## src/rtl/pit_pkg.sv

```systemverilog
package pit_pkg;
    // register selects on the bus port
    localparam int SEL_CTRL = 0;
    localparam int SEL_MOD  = 1;
    localparam int SEL_CNT  = 2;

    // control/status field positions
    localparam int BIT_EN   = 0;
    localparam int BIT_RLD  = 1;
    localparam int BIT_FLAG = 2;
    localparam int BIT_IE   = 3;
    localparam int BIT_OW   = 4;
    localparam int PRE_LSB  = 8;
endpackage

```

## src/rtl/pit_prescaler.sv

```systemverilog
module pit_prescaler #(
    parameter int CODE_W = 4
) (
    input  logic              clk,
    input  logic              rst_n,
    input  logic              run,
    input  logic              restart,
    input  logic [CODE_W-1:0] code,
    output logic              tick
);
    localparam int PRE_W = (1 << CODE_W) - 1;

    logic [PRE_W-1:0] div_d, div_q;
    logic [PRE_W-1:0] limit;

    // terminal value of the divider: 2^code - 1
    assign limit = PRE_W'((64'd1 << code) - 64'd1);
    assign tick  = run && !restart && (div_q == limit);

    always_comb begin
        div_d = div_q;
        if (restart) begin
            div_d = '0;
        end else if (run) begin
            div_d = tick ? '0 : div_q + 1'b1;
        end
    end

    always_ff @(posedge clk) begin
        if (!rst_n) div_q <= '0;
        else        div_q <= div_d;
    end
endmodule

```

## src/rtl/pit_downcounter.sv

```systemverilog
module pit_downcounter #(
    parameter int CNT_W = 16
) (
    input  logic             clk,
    input  logic             rst_n,
    input  logic             tick,
    input  logic             load,
    input  logic [CNT_W-1:0] load_val,
    input  logic             reload_mode,
    input  logic [CNT_W-1:0] modulus,
    output logic [CNT_W-1:0] count,
    output logic             tc
);
    logic [CNT_W-1:0] cnt_d, cnt_q;

    assign tc    = tick && (cnt_q == '0);
    assign count = cnt_q;

    always_comb begin
        cnt_d = cnt_q;
        if (load) begin
            cnt_d = load_val;
        end else if (tc) begin
            cnt_d = reload_mode ? modulus : '1;
        end else if (tick) begin
            cnt_d = cnt_q - 1'b1;
        end
    end

    always_ff @(posedge clk) begin
        if (!rst_n) cnt_q <= '1;
        else        cnt_q <= cnt_d;
    end
endmodule

```

## src/rtl/pit_timer.sv

```systemverilog
module pit_timer
    import pit_pkg::*;
#(
    parameter int CNT_W  = 16,
    parameter int CODE_W = 4,
    parameter int ADDR_W = 2
) (
    input  logic              clk,
    input  logic              rst_n,
    input  logic [ADDR_W-1:0] bus_addr,
    input  logic              bus_wr,
    input  logic [CNT_W-1:0]  bus_wdata,
    output logic [CNT_W-1:0]  bus_rdata,
    output logic              irq
);
    typedef struct packed {
        logic              en;
        logic              rld;
        logic              ie;
        logic              ow;
        logic              flag;
        logic [CODE_W-1:0] pre;
        logic [CNT_W-1:0]  modv;
    } state_t;

    state_t           r_d, r_q;
    logic             ctrl_wr, mod_wr, start, load;
    logic [CNT_W-1:0] load_val, cnt;
    logic             tick, tc;
    logic             unused_wbits;

    assign ctrl_wr  = bus_wr && (bus_addr == ADDR_W'(SEL_CTRL));
    assign mod_wr   = bus_wr && (bus_addr == ADDR_W'(SEL_MOD));
    assign start    = ctrl_wr && bus_wdata[BIT_EN] && !r_q.en;
    assign load     = start || (mod_wr && r_q.ow);
    assign load_val = start ? r_q.modv : bus_wdata;
    assign irq      = r_q.ie && r_q.flag;
    assign unused_wbits = ^bus_wdata;

    pit_prescaler #(.CODE_W(CODE_W)) u_pre (
        .clk     (clk),
        .rst_n   (rst_n),
        .run     (r_q.en),
        .restart (start),
        .code    (r_q.pre),
        .tick    (tick)
    );

    pit_downcounter #(.CNT_W(CNT_W)) u_cnt (
        .clk         (clk),
        .rst_n       (rst_n),
        .tick        (tick),
        .load        (load),
        .load_val    (load_val),
        .reload_mode (r_q.rld),
        .modulus     (r_q.modv),
        .count       (cnt),
        .tc          (tc)
    );

    always_comb begin
        r_d = r_q;
        if (ctrl_wr) begin
            r_d.en = bus_wdata[BIT_EN];
            r_d.ie = bus_wdata[BIT_IE];
            if (!r_q.en) begin
                r_d.rld = bus_wdata[BIT_RLD];
                r_d.ow  = bus_wdata[BIT_OW];
                r_d.pre = bus_wdata[PRE_LSB +: CODE_W];
            end
        end
        if (mod_wr) begin
            r_d.modv = bus_wdata;
        end
        if (tc) begin
            r_d.flag = 1'b1;
        end else if (ctrl_wr && bus_wdata[BIT_FLAG]) begin
            r_d.flag = 1'b0;
        end
    end

    always_ff @(posedge clk) begin
        if (!rst_n) begin
            r_q      <= '0;
            r_q.modv <= '1;
        end else begin
            r_q <= r_d;
        end
    end

    always_comb begin
        bus_rdata = '0;
        if (bus_addr == ADDR_W'(SEL_CTRL)) begin
            bus_rdata[BIT_EN]   = r_q.en;
            bus_rdata[BIT_RLD]  = r_q.rld;
            bus_rdata[BIT_FLAG] = r_q.flag;
            bus_rdata[BIT_IE]   = r_q.ie;
            bus_rdata[BIT_OW]   = r_q.ow;
            bus_rdata[PRE_LSB +: CODE_W] = r_q.pre;
        end else if (bus_addr == ADDR_W'(SEL_MOD)) begin
            bus_rdata = r_q.modv;
        end else if (bus_addr == ADDR_W'(SEL_CNT)) begin
            bus_rdata = cnt;
        end
    end
endmodule

```

## config.mk

```make
export PLATFORM = sky130hd
export DESIGN_NAME = pit_timer
export DESIGN_NICKNAME = d
export VERILOG_FILES = /design/src/rtl/pit_pkg.sv /design/src/rtl/pit_prescaler.sv /design/src/rtl/pit_downcounter.sv /design/src/rtl/pit_timer.sv
export SDC_FILE = /design/constraint.sdc
export NUM_CORES = 1
export LEC_CHECK = 0
export ABC_AREA = 1
export BUFFER_PORTS_ARGS = -buffer_cell sky130_fd_sc_hd__buf_4
export CORE_MARGIN = 5
export CORE_UTILIZATION = 65
export DETAILED_ROUTE_END_ITERATION = 16
export PLACE_DENSITY = 0.85
export SYNTH_ARGS = -nofsm -noshare
export SYNTH_HDL_FRONTEND = slang
export SYNTH_HIERARCHICAL = 1
export SYNTH_SLANG_ARGS = --single-unit
```

## constraint.sdc

```tcl
create_clock -name clk -period 8.25 [get_ports clk]
set_clock_uncertainty 0.15 [all_clocks]
set_input_delay 1.65 -clock clk [delete_from_list [all_inputs] [get_ports clk]]
set_output_delay 1.65 -clock clk [all_outputs]
set_load 0.005 [all_outputs]
```

==> results.yml <==
synth:
  synth_xor_area_frac: 0.0233
  netlist_instances: 696
  synth_compound_area_frac: 0.0979
  synth_area_um2: 4130
  synthSimpleGateAreaFrac: 0.476
  synthMuxAreaShare: 0
  syn_nets: 721
  synth_top_family_by_area: "simple AND/OR/NAND/NOR gates"
  synth.distinct_cells: 32
  seq_area_frac_synth: 0.272
  synth_seq_cells: 56
  yosysWarnings: 6
  synth_fa_ha_area_frac: 0.0121
  syn_area_per_cell_um2: 5.93
pwr:
  p_leak_nw: 2.19
  p_per_area_nw_per_um2: 128
  vdd_drop_max_uv: 98.8
placed_design:
  portBuffers: 37
  place_hpwl_um: 8850
  gp_congestion: 0.921
  dpl-instance-area_um2: 4380
  dp_slack_ns: 3.29
outcome:
  status: "complete, no violations"
die:
  ios: 38
  dieArea_um2: 8040
  initial_core_util: 0.658
  die_w_um: 89.7
  core_area_um2: 6280
  die_y_um: 89.7
  rows: 29
timing:
  timing.setup.tns_ns: 0
  finalHoldViolCount: 0
  fin_ws_ns: 3.46
  max_slew.worst_pin.slew_ns: 1.08
  finalSetupViolCount: 0
  rsz0062_at_grt: "no"
  slew_headroom: 0.279
  hold-worst-slack_ns: 0.357
  max_freq_mhz: 209
  slew_viol_final: 0
  fin_crit_ns: 4.79
  fin_crit_sh: 0.581
clock_tree:
  cts_resized: 0
  cts_tree: "built"
  cts-root-buf: "clkbuf_8"
  post_cts_buffers: 0
  cts_hold_buf: 0
  insertion_delay_ns: 0.32
  cts_sinks: 56
  h-tree-depth: 2
  cts_made_buffers: 5
  clockBufferDepth: 2
  clk_pin_slew_ns: 0.11
min_path:
  hold_start: "r_q[3]$_SDFFE_PN1P_"
  hold_depth: 2
  hold_path.class: "flop to flop"
  min_delay_worst_endpoint: "r_q[3]$_SDFFE_PN1P_"
worst_setup_path:
  path_common_cell: "buf_4"
  path_cells: "buf_4 > inv_1 > nor2_1 > nand2_1 > o211ai_1 > buf_4"
  crit_slowest_cell: "nor2_1"
  ff2ff_setup_slack_ns: 4.47
  rr_startpoint: "r_q[24]$_SDFFE_PN0P_"
  path_class: "input pin to output pin"
  crit_fanout: 16
  worstPathRequired_ns: 6.45
  worstPathArrival_ns: 2.99
  max_stage_delay_ns: 0.76
  start_kind: "input pin"
  reg2reg_to: "u_cnt/count[5]$_SDFFE_PN1P_"
  ff2ff_path_depth: 19
  worstSetupEndpointType: "output pin"
drt:
  drtAntennaViolNets: 0
  drtIter0Drc: 434
  post-route-drc-count: 0
  totalWireLength_um: 11700
  via_per_inst: 5.61
  routedWlPerCell_um: 14.6
  dr.pass1.iters: 5
  via_count: 4480
finish:
  fin_nets: 745
  drive_above_1_share: 0.123
  fin_area_um2: 4480
  syn_to_final_growth_pct: 8.46
  fillers: 580
  diodes: 0
global_route:
  grt_pass1_wl_um: 18800
  grt-ovfl-total: 0
  grt_pass1_vias: 3798
  grt.total_usage: 0.301
  grt_start_max_net_pins: 30
  antenna_found_initial: 0
run:
  cap_violations: 0
==> cell type report <==
class                           instances  area [µm²]  area share
Sequential cell                        56        1120       0.250
Multi-Input combinational cell        523        2520       0.562
Timing Repair Buffer                   39         293      0.0654
Tap cell                               77        96.3      0.0215
Clock buffer                            5        68.8      0.0154
Clock inverter                          3        25.0     0.00559
Inverter                               95         357      0.0797
==> where the power goes <==
part	total, mW	switching, mW	internal, mW
Clock	0.160	0.0981	0.0622
Combinational	0.114	0.0689	0.0454
Sequential	0.300	0.0188	0.281
==> flip-flops by register name, summed over array words and instances, names as in the netlist <==
| register | cells |
|---|---|
| u_pre/div_q | 15 |
| r_q | 25 |
| u_cnt/count | 16 |
==> through the flow <==
step / power (mW) / instances / utilization
final: 0.575 / 798 / 0.713
after floorplan: 0.373 / 696 / -
after detailed placement: 0.417 / 790 / 0.698
after global routing: 0.604 / 798 / 0.713
after global placement: 0.415 / 790 / 0.698
after CTS: 0.574 / 798 / 0.713
==> worst max-delay path: cells and delay by family <==
family,cells,cell delay (ns)
buf+inv,3,0.29
compound gates,1,0.15
simple gates,2,0.90
==> how the worst max path moves through the flow <==
stage	from	endpoint
2_1_floorplan	bus_addr[1]	bus_rdata[10]
3_3_place_gp	bus_addr[1]	u_cnt/count[1]$_SDFFE_PN1P_
3_5_place_dp	bus_addr[1]	u_cnt/count[15]$_SDFFE_PN1P_
4_1_cts	bus_addr[1]	bus_rdata[11]
5_1_grt	bus_addr[1]	u_cnt/count[15]$_SDFFE_PN1P_
6_report	bus_addr[1]	bus_rdata[8]
==> layout by cell type (no fill, tap or decap) <==
master and instances:
nor2_1 89, o21ai_0 20, nand3_2 4, a221oi_1 12, o21bai_1 1, or2_2 6, a21oi_1 8, nor2_2 3
inv_2 9, o211ai_1 9, xor2_1 9, clkbuf_8 5, nand2_1 244, xnor2_1 2, buf_4 39, inv_6 2
nand4_1 15, nor3_1 3, nand2_2 2, o21ai_1 9, nor2_8 1, o21ai_2 1, dfxtp_1 56, ha_1 4
nand2_4 1, nand3_1 65, o211ai_2 1, nor2_4 11, inv_1 86, a21oi_2 2, nand3_4 1, clkinvlp_4 1
==> metal layers <==
metal / up-vias / GRT usage / wire (µm)
met2: 247 / 0.430 / 4880
met4: 0 / 0.0961 / 259
met3: 15 / 0.0474 / 1110
met1: 1976 / 0.459 / 5400
met5: - / 0 / 0
li1: 2242 / - / -
==> cells in the mapped netlist (all sizes together) <==
library cell  count  share of area
ha                4          0.012
inv              95          0.086
buf              12          0.023
nor2            104           0.12
dfxtp            56           0.27
nor3              3         0.0036
a21oi            10          0.014
o211ai           10          0.019
xnor2             2         0.0042
nand4            15          0.023
clkbuf           10         0.0091
xor2              9          0.019
nand2           247           0.23
o21ai            30          0.037
a221oi           12          0.025
or2               6         0.0091
nand3            70          0.093
o21bai            1         0.0018
==> logic make-up (layout without fill, tap and decap cells) <==
group	Yosys count	after routing
simple gates	445	445
buf+inv	117	142
compound gates	63	63
flops	56	56
xor+xnor	11	11
fa+ha+maj	4	4
No activity file was read; power rests on OpenSTA's default activity.
